--- src/rtl/mc_reset_pkg.sv ---
package mc_reset_pkg;
  localparam int unsigned CYC_LEN   = 12; // clocks per machine cycle
  localparam int unsigned SMP_PHASE = 9;  // state 5, second half
  localparam int unsigned QUAL_CNT  = 2;  // consecutive high samples
  localparam int unsigned PORT_DLY  = 19; // clocks until ports are forced
  localparam int unsigned SYNC_LEN  = 2;  // synchronizer flops
  localparam logic [7:0]  PORT_INIT = 8'hFF;
  localparam logic [7:0]  SP_INIT   = 8'h07;
  localparam logic [7:0]  SFR_INIT  = 8'h00;
endpackage

--- src/rtl/mc_pin_sync.sv ---
module mc_pin_sync #(
  parameter int unsigned STAGES = 2
) (
  input  logic clk,
  input  logic rst,
  input  logic din,
  output logic dout
);
  logic [STAGES-1:0] chain;

  generate
    for (genvar i = 0; i < STAGES; i++) begin : g_stage
      if (i == 0) begin : g_first
        always_ff @(posedge clk) begin
          if (rst) chain[0] <= 1'b0;
          else     chain[0] <= din;
        end
      end else begin : g_next
        always_ff @(posedge clk) begin
          if (rst) chain[i] <= 1'b0;
          else     chain[i] <= chain[i-1];
        end
      end
    end
  endgenerate

  assign dout = chain[STAGES-1];
endmodule

--- src/rtl/mc_phase_gen.sv ---
module mc_phase_gen #(
  parameter int unsigned CYC_LEN   = 12,
  parameter int unsigned SMP_PHASE = 9
) (
  input  logic clk,
  input  logic rst,
  output logic stb
);
  localparam int unsigned PW = $clog2(CYC_LEN);
  localparam logic [PW-1:0] LAST = PW'(CYC_LEN - 1);
  localparam logic [PW-1:0] SPH  = PW'(SMP_PHASE);

  logic [PW-1:0] ph;

  always_ff @(posedge clk) begin
    if (rst)             ph <= '0;
    else if (ph == LAST) ph <= '0;
    else                 ph <= ph + 1'b1;
  end

  assign stb = (ph == SPH);


  phase_wrap_chk: assert property (@(posedge clk) disable iff (rst)
    (ph == LAST) |=> (ph == '0));

  phase_step_chk: assert property (@(posedge clk) disable iff (rst)
    (ph != LAST) |=> (ph == $past(ph) + 1'b1));
endmodule

--- src/rtl/mc_reset_qual.sv ---
module mc_reset_qual #(
  parameter int unsigned QUAL_CNT = 2
) (
  input  logic clk,
  input  logic rst,
  input  logic stb,
  input  logic smp,
  output logic core_rst
);
  localparam int unsigned HW = $clog2(QUAL_CNT + 1);
  localparam logic [HW-1:0] QMAX = HW'(QUAL_CNT);
  localparam logic [HW-1:0] QPRE = HW'(QUAL_CNT - 1);

  logic [HW-1:0] hi_cnt;

  always_ff @(posedge clk) begin
    if (rst) begin
      hi_cnt   <= '0;
      core_rst <= 1'b0;
    end else if (stb) begin
      if (smp) begin
        if (hi_cnt != QMAX) hi_cnt <= hi_cnt + 1'b1;
        if (hi_cnt >= QPRE) core_rst <= 1'b1;
      end else begin
        hi_cnt   <= '0;
        core_rst <= 1'b0;
      end
    end
  end


  hold_between_chk: assert property (@(posedge clk) disable iff (rst)
    !stb |=> $stable(core_rst));

  release_low_chk: assert property (@(posedge clk) disable iff (rst)
    (stb && !smp) |=> !core_rst);
endmodule

--- src/rtl/mc_port_timer.sv ---
module mc_port_timer #(
  parameter int unsigned PORT_DLY = 19
) (
  input  logic clk,
  input  logic rst,
  input  logic stb,
  input  logic smp,
  output logic port_rst
);
  localparam int unsigned DW = $clog2(PORT_DLY);
  localparam logic [DW-1:0] LIM = DW'(PORT_DLY - 1);

  logic          run;
  logic [DW-1:0] cnt;

  always_ff @(posedge clk) begin
    if (rst) begin
      run      <= 1'b0;
      cnt      <= '0;
      port_rst <= 1'b0;
    end else if (stb && !smp) begin
      run      <= 1'b0;
      port_rst <= 1'b0;
    end else if (stb && smp && !run && !port_rst) begin
      run <= 1'b1;
      cnt <= '0;
    end else if (run) begin
      if (cnt == LIM) begin
        run      <= 1'b0;
        port_rst <= 1'b1;
      end else begin
        cnt <= cnt + 1'b1;
      end
    end
  end


  run_excl_chk: assert property (@(posedge clk) disable iff (rst)
    run |-> !port_rst);

  abort_chk: assert property (@(posedge clk) disable iff (rst)
    (stb && !smp) |=> (!port_rst && !run));
endmodule

--- src/rtl/mc_reset_sampler.sv ---
module mc_reset_sampler
  import mc_reset_pkg::*;
(
  input  logic       clk,
  input  logic       rst,
  input  logic       rst_pin,
  output logic       core_rst,
  output logic       port_rst,
  output logic [7:0] port_latch_init,
  output logic [7:0] stack_init,
  output logic [7:0] sfr_init
);
  logic pin_s;
  logic stb;

  mc_pin_sync #(.STAGES(SYNC_LEN)) u_sync (
    .clk(clk), .rst(rst), .din(rst_pin), .dout(pin_s)
  );

  mc_phase_gen #(.CYC_LEN(CYC_LEN), .SMP_PHASE(SMP_PHASE)) u_phase (
    .clk(clk), .rst(rst), .stb(stb)
  );

  mc_reset_qual #(.QUAL_CNT(QUAL_CNT)) u_qual (
    .clk(clk), .rst(rst), .stb(stb), .smp(pin_s), .core_rst(core_rst)
  );

  mc_port_timer #(.PORT_DLY(PORT_DLY)) u_port (
    .clk(clk), .rst(rst), .stb(stb), .smp(pin_s), .port_rst(port_rst)
  );

  assign port_latch_init = PORT_INIT;
  assign stack_init      = SP_INIT;
  assign sfr_init        = SFR_INIT;


  port_in_core_chk: assert property (@(posedge clk) disable iff (rst)
    port_rst |-> core_rst);
endmodule

--- config.mk ---
export PLATFORM = sky130hd
export DESIGN_NAME = mc_reset_sampler
export DESIGN_NICKNAME = d
export VERILOG_FILES = /design/src/rtl/mc_reset_pkg.sv /design/src/rtl/mc_pin_sync.sv /design/src/rtl/mc_phase_gen.sv /design/src/rtl/mc_reset_qual.sv /design/src/rtl/mc_port_timer.sv /design/src/rtl/mc_reset_sampler.sv
export SDC_FILE = /design/constraint.sdc
export NUM_CORES = 1
export LEC_CHECK = 0
export CAP_MARGIN = 30
export CELL_PAD_IN_SITES_DETAIL_PLACEMENT = 0
export CELL_PAD_IN_SITES_GLOBAL_PLACEMENT = 1
export CORE_AREA = 2 2 51 53
export CTS_CLUSTER_DIAMETER = 50
export CTS_CLUSTER_SIZE = 40
export DETAILED_ROUTE_END_ITERATION = 8
export DIE_AREA = 0 0 53 55
export DONT_BUFFER_PORTS = 1
export GPL_TIMING_DRIVEN = 0
export PLACE_DENSITY_LB_ADDON = 0.3
export SLEW_MARGIN = 20
export SYNTH_ARGS = -nofsm -noshare
export SYNTH_HDL_FRONTEND = slang
export SYNTH_HIERARCHICAL = 1
export SYNTH_SLANG_ARGS = --single-unit
--- constraint.sdc ---
create_clock -name clk -period 1.8 [get_ports clk]
set_input_delay 0.36 -clock clk [delete_from_list [all_inputs] [get_ports clk]]
set_output_delay 0.36 -clock clk [all_outputs]
set_load 0.02 [all_outputs]
==> results of run 1 <==
final cells by class:
type	instances	area (sq um)	share of cell area, %
multi-input cells	85	578	48.6
flip-flops and latches	16	320	26.9
plain buffers	25	188	15.8
repair buffers	1	7.51	0.631
inverters	6	22.5	1.89
clock buffers	4	36.3	3.05
well taps	30	37.5	3.15
cell usage in the layout (no fill, tap or decap), types with 4 or more instances in the layout:
master	n
nor2b_1	4
inv_1	6
buf_4	26
ha_1	6
dfxtp_1	16
nand2_1	4
a31oi_1	4
conb_1	24
nand2b_1	5
kinds of logic (layout without fill, tap and decap cells):
logic type | count (synthesis) | in the layout | share of synthesized area [%]
AND/OR/NAND/NOR | 39 | 39 | 27.8
multiplexers | 2 | 2 | 2.20
flip-flops | 16 | 16 | 31.3
AO/OA/AOI/OAI | 14 | 14 | 10.1
adder cells (fa/ha/maj) | 6 | 6 | 7.33
other | 2 | 24 | 0.733
buffers and inverters | 31 | 36 | 20.5
synthesized netlist by cell type:
library cell	number
or2b_2	1
nand4b_1	2
nor3_1	3
nand2_1	4
buf_4	25
dfxtp_1	16
inv_1	6
conb_1	2
nand4bb_1	2
ha_1	6
a21oi_2	1
and2_1	1
mux2_2	2
nor2_1	3
nand4_1	2
nand3_1	2
nand2b_1	5
o31ai_1	1
nor2b_4	1
a31o_1	1
nor4bb_2	1
or3b_1	1
nor4bb_4	1
and3_1	1
a31oi_1	4
or2_2	1
or4_4	1
o32ai_1	1
a21oi_1	3
nor2b_1	4
nor3b_1	3
a211oi_1	2
a221oi_2	1
worst max-delay path, delay by kind of cell, from the launching register on:
family | cells | cell delay, ns
adder cells (fa/ha/maj) | 1 | 0.16
flip-flops | 1 | 0.39
AND/OR/NAND/NOR | 3 | 0.67
buffers and inverters | 1 | 0.06
multiplexers | 1 | 0.37
state kept, by name (all words and copies together), names as in the netlist:
name / cells
u_port/run: 1
u_port/cnt: 5
u_port/port_rst: 1
u_phase/ph: 4
u_sync/dout: 1
u_sync/chain: 1
u_qual/hi_cnt: 2
u_qual/core_rst: 1
stage by stage:
| stage | utilization (%) | cell area [sq um] | hold WS [ns] | power (W) | worst slack (ns) |
|---|---|---|---|---|---|
| detailed placement | 48.4 | 1140 | 0.425 | 0.000481 | -0.0299 |
| finish | 50.3 | 1190 | 0.131 | 0.000714 | 0.0602 |
| global route | 50.3 | 1190 | 0.104 | 0.000753 | -0.0240 |
| CTS | 50.0 | 1180 | 0.110 | 0.000726 | 0.0436 |
| global placement | 48.4 | 1140 | 0.430 | 0.000480 | 0.00990 |
| floorplan | - | 1110 | 0.414 | 0.000477 | 0.204 |
power by group through the flow:
stage / clock [W] / sequential (W) / combinational [W]
2_1_floorplan: 0 / 0.000376 / 0.000100
3_3_place_gp: 0 / 0.000378 / 0.000102
3_5_place_dp: 0 / 0.000379 / 0.000102
4_1_cts: 0.000253 / 0.000370 / 0.000103
5_1_grt: 0.000266 / 0.000372 / 0.000115
6_report: 0.000239 / 0.000370 / 0.000104
routing by layer:
layer,track usage (%),vias up
li1,-,392
met1,14.8,319
met2,22.7,23
met3,3.23,2
met4,6.41,0
met5,0,-
what timing repair did:
action | 4_1_cts | 5_1_grt
resized for setup | 1 | 0
pin swaps | 0 | 1
setup endpoints to repair | 2 | 4
buffers inserted | 0 | 1
path summary, 6_finish.rpt:
path | slack, ns | from | end | cells past startpoint
hold / removal | 0.13 | rst | u_qual/core_rst$_SDFFE_PP0P_ | 1
hold reg to reg | 0.45 | u_sync/chain[0]$_SDFF_PP0_ | u_sync/dout$_SDFF_PP0_ | 1
setup reg to reg | 0.06 | u_phase/ph[1]$_SDFF_PP0_ | u_port/cnt[3]$_SDFFE_PP0P_ | 6
setup / recovery | 0.06 | u_phase/ph[1]$_SDFF_PP0_ | u_port/cnt[3]$_SDFFE_PP0P_ | 6
==> reports/metrics.yaml, run 1 <==
slowest_stage: "dfxtp_1"
top_layer: "met4"
worstHoldPathType: "input pin to flop"
cts_tree: "built"
wl_mm: 1.68
vias: 736
crit_path_end_kind: "flop"
syn_inst: 110
fp.dieW_um: 53
period_share_pct: 96.7
cts_num_sinks: 16
root_buffer: "clkbuf_4"
synth_warnings: 6
met2WireLength_um: 817
syn_area_per_cell_sq_um: 9.32
pwr-share-comb_pct: 14.6
synth_cell_types: 33
area_delta_synth_final_pct: 16.1
vdd_drop_max_mv: 0.375
clk_pin_slew_ns: 0.10
finClkSkew_ns: 0.00265
leakagePower_nw: 0.496
cpPeakStageDelay_ns: 0.39
path_class: "flop to flop"
synth_area_sq_um: 1020
htreeDepth: 1
placed_cells: 162
netSwitchingFraction_pct: 25.7
routedWlPerCell_um: 10.1
dieHeight_um: 55
synth_area_leaders: "dfxtp_1, buf_4, ha_1"
critPathArrivalTime_ns: 1.92
dieArea_sq_um: 2920
place_hpwl_mm: 1.20
ys_ff_latch: 16
yosys.area.top_type: "dfxtp_1"
met3WireLength_um: 86
drive_gt1_share_pct: 29.9
startpoint_type: "flop"
viasPerCell: 4.41
drt-initial-drc-count: 7
overflow: 0
grt_pass1_vias: 653
switchingPower_w: 0.000184
internal_power_w: 0.000531
clockBufferDepth: 2
fmax_ghz: 0.575
pin_count: 29
drt_pass1_iterations: 4
slew_violations: 0
core_sq_um: 2360
n_fill_cell: 248
globalRouteTotalUtil_pct: 13.0
met1_length_um: 763
antenna_found_initial: 0
crit_required_ns: 1.98
cap_violations: 0
clkLatencyLatePin_ns: 0.28
grt_pass1_wl_mm: 2.73
diodes: 0
cts_hold_buf: 0
synth_top_area_share_pct: 31.3
grt_max_degree: 18
numCtsBuffers: 3
yosysSeqAreaShare_pct: 31.3
gp_congestion: 0.795
p_clk_share_pct: 33.5
min_period_ns: 1.74
core.rowCount: 18
worst-path-max-fanout: 9
fin_tns_setup_ns: 0
ant_nets: 0
drc: 0
initial_core_util_pct: 43.3
seq_power_share_pct: 51.9
crit_chain: "inv_1 > ha_1 > and2_2 > nor2b_4 > nor3_1 > mux2_2"
setup_viol: 0
nNetsFinal: 147
place.port_buffers: 0
cellPowerDensity_nw_per_um2: 600
final_hold_viol_count: 0
fin_cells: 167
outcome: "finished clean"
No activity file was read; power rests on OpenSTA's default activity.
==> run 2, diff against run 1 <==
CORE_AREA = 3 3 52 54   (was 2 2 51 53)
DIE_AREA = 0 0 55 57   (was 0 0 53 55)
==> reports/metrics.yaml, run 2 (synthesis results as in run 1) <==
clkLatencyLatePin_ns: 0.29
clk_pin_slew_ns: 0.10
cpLargestDelayFamily: "simple AND/OR/NAND/NOR gates"
pin_count: 29
core_sq_um: 2250
met2_usage_pct: 16.7
grt_pass1_wl_mm: 2.55
cts_num_sinks: 16
cpPeakStageDelay_ns: 0.52
fin_cells: 164
root_buffer: "clkbuf_4"
worst-path-buf-inv: 1
diodes: 0
drive_gt1_share_pct: 30.1
htreeDepth: 1
place_ws_ns: -0.00695
crit_path_end_kind: "flop"
placed_cells: 160
cts_tree: "built"
final_hold_viol_count: 0
setup_viol: 0
place_hpwl_mm: 1.22
area_delta_synth_final_pct: 15.5
grt-busiest-layer: "met2"
cellPowerDensity_nw_per_um2: 605
fmax_ghz: 0.614
fin_util_pct: 52.5
routedWlPerCell_um: 9.93
crit_required_ns: 2.03
ant_nets: 0
outcome: "finished clean"
layout_commonest_cell: "buf_4"
cts_setup_buffers: 0
drt_pass1_iterations: 3
cap_violations: 0
wl_mm: 1.63
grt_max_degree: 18
drc: 0
period_share_pct: 90.5
globalRouteTotalUtil_pct: 10.9
final_cell_mix: "buf_4, conb_1, dfxtp_1"
path_class: "flop to flop"
vdd_drop_max_mv: 0.459
vias: 737
min_period_ns: 1.63
finClkSkew_ns: 0.00235
grt_use_met1_pct: 14.1
critPathArrivalTime_ns: 1.86
final_cell_area_sq_um: 1180
leakagePower_nw: 0.491
worst-path-max-fanout: 9
startpoint_type: "flop"
grt_pass1_vias: 607
numCtsBuffers: 3
max_flop_register: "u_port/cnt"
place.port_buffers: 0
clockBufferDepth: 2
biggestRegsByFlops: "u_port/cnt: 5 flops, u_phase/ph: 4 flops, u_qual/hi_cnt: 2 flops"
met3_usage_pct: 5.74
overflow: 0
worstHoldPathType: "input pin to flop"
core.rowCount: 17
dieArea_sq_um: 3140
gp_congestion: 0.626
dieHeight_um: 57
drt-initial-drc-count: 2
slowest_stage: "or4_4"
largest_reg_flops: 5
placedInstanceArea_sq_um: 1140
nNetsFinal: 146
initial_core_util_pct: 45.4
slew_violations: 0
rsz0062_at_grt: "no"
antenna_found_initial: 0
setup_ws_ns: 0.171
crit_chain: "inv_1 > ha_1 > and2_4 > nor2b_4 > or4_4 > a21oi_2"
fp.dieW_um: 55
viasPerCell: 4.49
run 2: cell types whose count changed in the layout (fill, tap and decap cells not counted):
cell,delta
and2_2,-1
and2_4,+1
buf_4,-1
nor2b_1,-1
nor2b_2,+1
run 2: final cells by class:
class	instances	area [sq um]
inverter	6	22.5
sequential	16	320
buffer	25	188
tap	28	35.0
fill	227	1070
clock buffer	4	36.3
multi-input combinational	85	582
run 2: final timing paths:
kind	start	to	slack [ns]	depth (start not counted)
worst min register to register	u_sync/chain[0]$_SDFF_PP0_	u_sync/dout$_SDFF_PP0_	0.45	1
worst max-delay path	u_phase/ph[1]$_SDFF_PP0_	u_port/cnt[2]$_SDFFE_PP0P_	0.17	6
worst min-delay path	rst	u_qual/core_rst$_SDFFE_PP0P_	0.12	1
worst max register to register	u_phase/ph[1]$_SDFF_PP0_	u_port/cnt[2]$_SDFFE_PP0P_	0.17	6
run 2: where the power goes:
| part | internal, W | switching [W] | total (W) | leakage, nW |
|---|---|---|---|---|
| logic | 0.0000462 | 0.0000596 | 0.000106 | 0.340 |
| registers | 0.000362 | 0.00000853 | 0.000370 | 0.130 |
| clock network | 0.000123 | 0.000117 | 0.000240 | 0.0210 |
| total | 0.000531 | 0.000185 | 0.000716 | 0.491 |
run 2: stage by stage:
stage	hold slack, ns	TNS, ns	power (W)
global route	0.0995	0	0.000755
global placement	0.429	0	0.000480
CTS	0.109	0	0.000726
floorplan	0.414	0	0.000477
finish	0.123	0	0.000716
detailed placement	0.428	-0.0127	0.000481
run 2: what timing repair did:
action	CTS	global route
hold buffers	0	0
setup endpoints to repair	2	3
endpoints found under the hold margin	0	0
resized for setup	1	2
run 2: per-layer routing:
metal	part of all wire, %	up-vias
li1	-	390
met1	46	325
met2	46	20
met3	7.4	2
met4	0.37	0
met5	0	-
==> run 3, diff against run 2 <==
PLACE_DENSITY_LB_ADDON = 0.1   (was 0.3)
==> reports/metrics.yaml, run 3 (synthesis results as in run 1) <==
fmax_ghz: 0.592
ant_nets: 0
critPathArrivalTime_ns: 1.91
nNetsFinal: 146
routedWlPerCell_um: 9.66
wl_mm: 1.59
grt_pass1_wl_mm: 2.47
root_buffer: "clkbuf_4"
cap_violations: 0
finClkSkew_ns: 0.00167
max_flop_register: "u_port/cnt"
initial_core_util_pct: 45.4
cellPowerDensity_nw_per_um2: 598
area_delta_synth_final_pct: 15.1
htreeDepth: 1
clkLatencyLatePin_ns: 0.28
layout_commonest_cell: "buf_4"
path_class: "flop to flop"
antenna_found_initial: 0
worst-path-max-fanout: 9
slew_violations: 0
worstHoldPathType: "input pin to flop"
crit_chain: "inv_1 > ha_1 > and2_2 > nor2b_4 > or4_4 > a21oi_2"
dieArea_sq_um: 3140
drt_pass1_iterations: 4
largest_reg_flops: 5
cp.depth: 6
drc: 0
place_ws_ns: 0.00701
cts_tree: "built"
setup_viol: 0
grt_max_degree: 18
clk_pin_slew_ns: 0.09
hold_path_depth: 1
drt-initial-drc-count: 13
crit_path_end_kind: "flop"
vdd_drop_max_mv: 0.383
place_hpwl_mm: 1.24
cpPeakStageDelay_ns: 0.52
min_period_ns: 1.69
overflow: 0
vias: 726
rsz0062_at_grt: "no"
dieHeight_um: 57
reg2reg_depth: 6
holdWs_ns: 0.137
diodes: 0
r2r_setup_slack_ns: 0.11
core.rowCount: 17
pin_count: 29
core_sq_um: 2250
final_cell_mix: "buf_4, conb_1, dfxtp_1"
worst-path-buf-inv: 1
drive_gt1_share_pct: 29.4
cts_num_sinks: 16
viasPerCell: 4.43
final_hold_viol_count: 0
setup_ws_ns: 0.110
numCtsBuffers: 3
startpoint_type: "flop"
crit_required_ns: 2.02
grt_pass1_vias: 580
period_share_pct: 93.9
fin_util_pct: 52.3
outcome: "finished clean"
slowest_stage: "or4_4"
globalRouteTotalUtil_pct: 10.8
cts_hold_buf: 0
fin_tns_setup_ns: 0
leakagePower_nw: 0.490
clockBufferDepth: 2
biggestRegsByFlops: "u_port/cnt: 5 flops, u_phase/ph: 4 flops, u_qual/hi_cnt: 2 flops"
fp.dieW_um: 55
gp_congestion: 0.722
place.port_buffers: 0
cpLargestDelayFamily: "simple AND/OR/NAND/NOR gates"
run 3: cell counts in the layout (fill, tap and decap cells not counted):
Identical to the previous run, type by type.
run 3: what timing repair did:
| action | CTS | global route |
|---|---|---|
| setup endpoints to repair | 2 | 2 |
| pin swaps | 0 | 1 |
| gates resized for setup | 1 | 0 |
| hold endpoints to repair | 0 | 0 |
| setup buffers | 0 | 0 |
run 3: worst paths after layout:
kind / start / end
worst max register to register: u_phase/ph[1]$_SDFF_PP0_ / u_port/cnt[2]$_SDFFE_PP0P_
worst min-delay path: rst / u_sync/chain[0]$_SDFF_PP0_
worst min register to register: u_sync/chain[0]$_SDFF_PP0_ / u_sync/dout$_SDFF_PP0_
worst max-delay path: u_phase/ph[1]$_SDFF_PP0_ / u_port/cnt[2]$_SDFFE_PP0P_
run 3: power by group:
part / internal [W] / switching (W) / leakage, nW / total [W]
Sequential: 0.000362 / 0.00000831 / 0.130 / 0.000370
Combinational: 0.0000460 / 0.0000591 / 0.339 / 0.000105
Clock: 0.000123 / 0.000107 / 0.0210 / 0.000230
run 3: layer usage:
metal / track usage, % / share of wire, %
met5: 0 / 0
met3: 5.74 / 6.8
met1: 12.4 / 44
met2: 17.2 / 48
met4: 3.13 / 0.63
run 3: stage by stage:
| stage | std cells | cell area, sq um | total power [W] |
|---|---|---|---|
| 6_report | 164 | 1180 | 0.000705 |
| 5_1_grt | 164 | 1180 | 0.000746 |
| 4_1_cts | 164 | 1180 | 0.000720 |
| 3_5_place_dp | 160 | 1140 | 0.000481 |
| 3_3_place_gp | 160 | 1140 | 0.000480 |
| 2_1_floorplan | 132 | 1110 | 0.000477 |
run 3: cell type report:
type / count / area (sq um)
Sequential cell: 16 / 320
Inverter: 6 / 22.5
Fill cell: 219 / 1070
Clock buffer: 4 / 36.3
Buffer: 25 / 188
Multi-Input combinational cell: 85 / 578
Tap cell: 28 / 35.0
